## config.mk

```make
export PLATFORM = sky130hd
export DESIGN_NAME = clk_out_divider
export DESIGN_NICKNAME = d
export VERILOG_FILES = /design/src/rtl/clk_out_divider.sv
export SDC_FILE = /design/constraint.sdc
export NUM_CORES = 1
export LEC_CHECK = 0
export BUFFER_PORTS_ARGS = -buffer_cell sky130_fd_sc_hd__buf_2
export CELL_PAD_IN_SITES_DETAIL_PLACEMENT = 0
export CELL_PAD_IN_SITES_GLOBAL_PLACEMENT = 2
export CORE_ASPECT_RATIO = 0.9
export CORE_MARGIN = 4
export CORE_UTILIZATION = 33
export DETAILED_ROUTE_END_ITERATION = 7
export PLACE_DENSITY_LB_ADDON = 0.05
export RECOVER_POWER = 100
export SETUP_SLACK_MARGIN = 0.4
export SYNTH_ARGS = -nofsm -noshare
export SYNTH_HDL_FRONTEND = slang
export SYNTH_SLANG_ARGS = --single-unit
```

## constraint.sdc

```tcl
create_clock -name clk_in -period 6.04 [get_ports clk_in]
set_clock_uncertainty 0.2 [all_clocks]
set_input_delay 0.302 -clock clk_in [delete_from_list [all_inputs] [get_ports clk_in]]
set_output_delay 0.302 -clock clk_in [all_outputs]
set_load 0.01 [all_outputs]
```

## src/rtl/clk_out_divider.sv

```systemverilog
module clk_out_divider #(
  parameter int QW = 10
) (
  input  logic          clk_in,
  input  logic          rst_n,
  input  logic          cfg_sel,
  input  logic [1:0]    mode0,
  input  logic [QW-1:0] q0,
  input  logic [1:0]    mode1,
  input  logic [QW-1:0] q1,
  input  logic          oe_in,
  input  logic [1:0]    idle_sel,
  input  logic          invert,
  output logic          clk_out,
  output logic          drv_en
);
  localparam int CW = QW + 1;

  function automatic logic [CW-1:0] ratio_of(input logic [1:0] m, input logic [QW-1:0] q);
    if (m == 2'b10) return CW'(2);
    return CW'(q) + CW'(2);
  endfunction

  logic [1:0]    act_mode;
  logic [QW-1:0] act_q;
  logic          inv_st;
  logic [CW-1:0] cnt;
  logic          div_q;
  logic          en_st;
  logic [1:0]    idle_st;

  wire [1:0]    sel_mode = cfg_sel ? mode1 : mode0;
  wire [QW-1:0] sel_q    = cfg_sel ? q1 : q0;
  wire [CW-1:0] ratio    = ratio_of(act_mode, act_q);
  wire          wrap     = !act_mode[1] || (cnt == ratio - CW'(1));
  wire          en_req   = oe_in && (mode0 != 2'b00) && (mode1 != 2'b00);

  logic [1:0]    nxt_mode;
  logic [QW-1:0] nxt_q;
  logic [CW-1:0] nxt_cnt;
  logic [CW-1:0] nxt_ratio;
  logic          nxt_div;

  always_comb begin
    nxt_mode  = wrap ? sel_mode : act_mode;
    nxt_q     = wrap ? sel_q : act_q;
    nxt_cnt   = wrap ? '0 : cnt + CW'(1);
    nxt_ratio = ratio_of(nxt_mode, nxt_q);
    nxt_div   = nxt_mode[1] && (nxt_cnt < (nxt_ratio >> 1));
  end

  always_ff @(posedge clk_in or negedge rst_n) begin
    if (!rst_n) begin
      act_mode <= 2'b11;
      act_q    <= QW'(2);
      inv_st   <= 1'b0;
      cnt      <= '0;
      div_q    <= 1'b1;
      en_st    <= 1'b0;
      idle_st  <= 2'b00;
    end else begin
      act_mode <= nxt_mode;
      act_q    <= nxt_q;
      cnt      <= nxt_cnt;
      div_q    <= nxt_div;
      if (wrap) inv_st <= invert;
      if (!nxt_div) begin
        en_st   <= en_req;
        idle_st <= idle_sel;
      end
    end
  end

  wire base = (act_mode == 2'b01) ? clk_in : div_q;

  assign clk_out = en_st ? (inv_st ^ base) : (idle_st[1] & idle_st[0]);
  assign drv_en  = en_st | idle_st[1];
endmodule


```

==> impl_metrics.env <==
export IMPL_status="complete, but fails checks"
export IMPL_violations="capacitance limit, slew limit"
export IMPL_grt_pass1_vias=2400
export IMPL_fmax_mhz=174.0
export IMPL_vias_per_cell=5.328
export IMPL_pin_count=33
export IMPL_area_growth_pct=29.65
export IMPL_r2r_start="act_mode[1]$_DFF_PN1_"
export IMPL_critical_path_arrival_ns=5.83
export IMPL_grtUsageMet2_pct=26.45
export IMPL_period_needed_ns=5.746
export IMPL_finalHoldWorstSlack_ns=0.01026
export IMPL_antennaDiodeCount=0
export IMPL_finalSetupViolations=0
export IMPL_die_w_um=102.6
export IMPL_path_delay_family="simple AND/OR/NAND/NOR gates"
export IMPL_syn_nets=342
export IMPL_track_usage_pct=17.10
export IMPL_wl_um=8058
export IMPL_ys_ff_latch=28
export IMPL_seqPwrFrac_pct=20.0
export IMPL_period_share_pct=95.13
export IMPL_reg2reg_slack_ns=0.29
export IMPL_buffer_ports_inserted=32
export IMPL_ant_nets=0
export IMPL_final_nets=406
export IMPL_cap_viol_max_count=1
export IMPL_gp_congestion=0.7600
export IMPL_drc=0
export IMPL_overflow=0
export IMPL_synth_area_per_cell_um2=8.922
export IMPL_grt_max_degree=29
export IMPL_cts_tree="yes"
export IMPL_switching_power_w=0.0008626
export IMPL_min_path_type="in -> reg"
export IMPL_required_ns=6.12
export IMPL_clkLatencyLatePin_ns=0.40
export IMPL_rr_endpoint="idle_st[0]$_DFFE_PN0N_"
export IMPL_startpoint_type="flop"
export IMPL_crit_fanout=6
export IMPL_num_fill_cells=758
export IMPL_vias=2435
export IMPL_rows=30
export IMPL_relSlewSlack_pct=-8.827
export IMPL_p_total_w=0.001907
export IMPL_slew_viol_final=29
export IMPL_syn_area_um2=2659
export IMPL_antenna_found_initial=0
export IMPL_syn_inst=298
export IMPL_slowest_stage="dfstp_2"
export IMPL_top_usage_layer="met2"
export IMPL_power_switching_share_pct=45.24
export IMPL_endpoint_kind="flop"
export IMPL_synth_edf_count=0
export IMPL_path_buf_inv=2
export IMPL_fin_setup_tns_ns=0
export IMPL_drtPass1Iterations=5
export IMPL_grt_use_met3_pct=4.623
export IMPL_hold_violations=0
export IMPL_holdPathStages=3
export IMPL_post_place_cells=430
export IMPL_worstMarginPinSlew_ns=1.632
export IMPL_initial_utilization_pct=34.55
export IMPL_yosysUniqueCellTypes=62
export IMPL_max_stage_delay_ns=0.57
export IMPL_use_met1_pct=23.88
export IMPL_ir_drop_mv=0.2416
export IMPL_cp_cell_sequence="nand2b_4, and2_4, ha_4, xor2_4, nor4b_2, mux2_4, o211ai_1, nand4b_1, a2111oi_4, a2bb2oi_4, buf_4, buf_4, mux2_2, nor4_4, nor2_2, ha_1, and4_4, a21oi_2, nand2_1, a221oi_2, nand2_1, mux2i_1, o211ai_2, mux2_4"
export IMPL_hpwl_um=6243
export IMPL_fin_cells=457
export IMPL_drt_iter0_drc=110
export IMPL_drive_gt1_share_pct=35.73
export IMPL_crit_type="reg -> reg"
export IMPL_async_flop_share_pct=100.0
export IMPL_ff2ff_path_depth=24
export IMPL_path_clk_slew_ns=0.10
export IMPL_dieArea_um2=9559
export IMPL_core_area_um2=7695
export IMPL_post_drt_wl_per_cell_um=17.63
export IMPL_grt_pass1_wl_um=12330
export IMPL_yosysWarnings=0
export IMPL_hp_start="q0[0]"
export IMPL_leakagePower_nw=1.493
export IMPL_clkPwrFrac_pct=11.8
export IMPL_die_h_um=93.16
export IMPL_rsz0062_at_grt="true"
export IMPL_synth_main_ff_cell="dfrtp_1"
export IMPL_power_density_nw_per_um2=553.1
export IMPL_cellInternalPower_w=0.001044
export IMPL_synth_seq_area_share_pct=26.54
export IMPL_comb_power_share_pct=68.2
-- repair_timing --
item	CTS	global route
setup endpoints to repair	4	4
pin swaps	3	18
setup buffers	6	9
hold buffers	5	0
hold endpoints to repair	28	0
resized for setup	4	18
-- flip-flops by register name, summed over array words and instances (netlist names), named ones only --
register,cells
act_mode,2
inv_st,1
act_q,9
en_st,1
idle_st,2
div_q,1
cnt,11
-- worst max-delay path by stage --
stage / start / end / slack (ns) / cells past startpoint
4_1_cts: act_mode[0]$_DFF_PN1_ / idle_st[0]$_DFFE_PN0N_ / 0.42 / 25
6_report: act_mode[1]$_DFF_PN1_ / idle_st[0]$_DFFE_PN0N_ / 0.29 / 24
3_3_place_gp: act_mode[1]$_DFF_PN1_ / idle_st[0]$_DFFE_PN0N_ / 0.07 / 26
3_5_place_dp: act_mode[1]$_DFF_PN1_ / idle_st[0]$_DFFE_PN0N_ / 0.01 / 26
5_1_grt: act_mode[1]$_DFF_PN1_ / idle_st[0]$_DFFE_PN0N_ / -0.07 / 24
2_1_floorplan: act_mode[0]$_DFF_PN1_ / idle_st[0]$_DFFE_PN0N_ / 0.43 / 28
-- layout make-up --
class	count	area (um^2)	area share, %
well taps	96	120.1	3.485
clock buffers	7	87.58	2.541
inverters	10	42.54	1.234
clock inverters	1	30.03	0.8711
multi-input cells	246	1999	58.00
repair buffers	69	461.7	13.39
flip-flops and latches	28	705.7	20.47
-- cells in the final DEF (no fill, tap or decap), types with 7 or more instances in the layout --
cell | netlist | final
and3_1 | 7 | 7
buf_2 | 4 | 30
buf_4 | 2 | 30
dfrtp_1 | 24 | 24
ha_1 | 13 | 11
inv_1 | 10 | 9
mux2_2 | 22 | 18
mux2i_1 | 13 | 11
nand2_1 | 29 | 28
nand3_1 | 17 | 17
nor2_1 | 24 | 22
xnor2_1 | 21 | 21
xor2_1 | 11 | 10
-- metal layers --
layer  wire [um]  up-vias  share of wire (%)
li1            -     1210                  -
met1        3773     1164                 47
met2        3773       52                 47
met3         408        9                5.1
met4         102        0                1.3
met5           0        -                  0
-- power by group through the flow --
stage                     Sequential (W)  Combinational (W)   Clock, W
after floorplan                 0.000319           0.000922  0.0000117
after global placement          0.000382            0.00117  0.0000158
final                           0.000381            0.00130   0.000224
after detailed placement        0.000381            0.00116  0.0000158
after CTS                       0.000377            0.00120   0.000231
after global routing            0.000391            0.00143   0.000238
-- cell families (layout without fill, tap and decap cells) --
group | count (synthesis) | in the layout | synth area share, %
AND/OR/NAND/NOR | 116 | 116 | 22.45
AO/OA/AOI/OAI | 47 | 47 | 13.41
multiplexers | 36 | 36 | 14.78
XOR/XNOR | 34 | 34 | 12.00
flip-flops | 28 | 28 | 26.54
buffers and inverters | 24 | 87 | 4.706
adder cells (fa/ha/maj) | 13 | 13 | 6.118
-- cell usage after synthesis, drive strengths merged, types with 3 or more instances --
cell type  number  share of area [%]
a21oi           9                1.7
and2            3               0.71
and3            7                1.6
buf             9                2.6
clkbuf          5               0.71
dfrtp          24                 23
dfstp           4                4.0
ha             13                6.1
inv            10                1.4
mux2           23                9.9
mux2i          13                4.9
nand2          29                4.1
nand3          18                3.6
nand4           4                1.2
nor2           24                3.4
nor2b           7                1.6
nor3            6                1.1
o211ai          6                1.9
o21a            3               0.85
o21ai           7                1.5
or2             3               0.71
or4             3               0.85
xnor2          22                7.5
xor2           11                3.6
-- worst register-to-register path, stage by stage, from the launching register on --
cell	delay (ns)
dfstp_2	0.57
nand2b_4	0.09
and2_4	0.16
ha_4	0.17
xor2_4	0.19
nor4b_2	0.28
mux2_4	0.18
o211ai_1	0.09
nand4b_1	0.25
a2111oi_4	0.44
a2bb2oi_4	0.29
buf_4	0.17
buf_4	0.10
mux2_2	0.37
nor4_4	0.24
nor2_2	0.08
ha_1	0.31
and4_4	0.20
a21oi_2	0.12
nand2_1	0.07
a221oi_2	0.30
nand2_1	0.09
mux2i_1	0.18
o211ai_2	0.18
mux2_4	0.33
-- stage by stage --
step	area [um^2]	utilization (%)	setup WS, ns
detailed placement	3078	40.00	0.01123
floorplan	2761	-	0.4313
global route	3447	44.80	-0.07037
global placement	3078	40.00	0.06651
CTS	3302	42.91	0.4168
finish	3447	44.80	0.2940
Note: power is estimated with default switching activity, not from simulation.
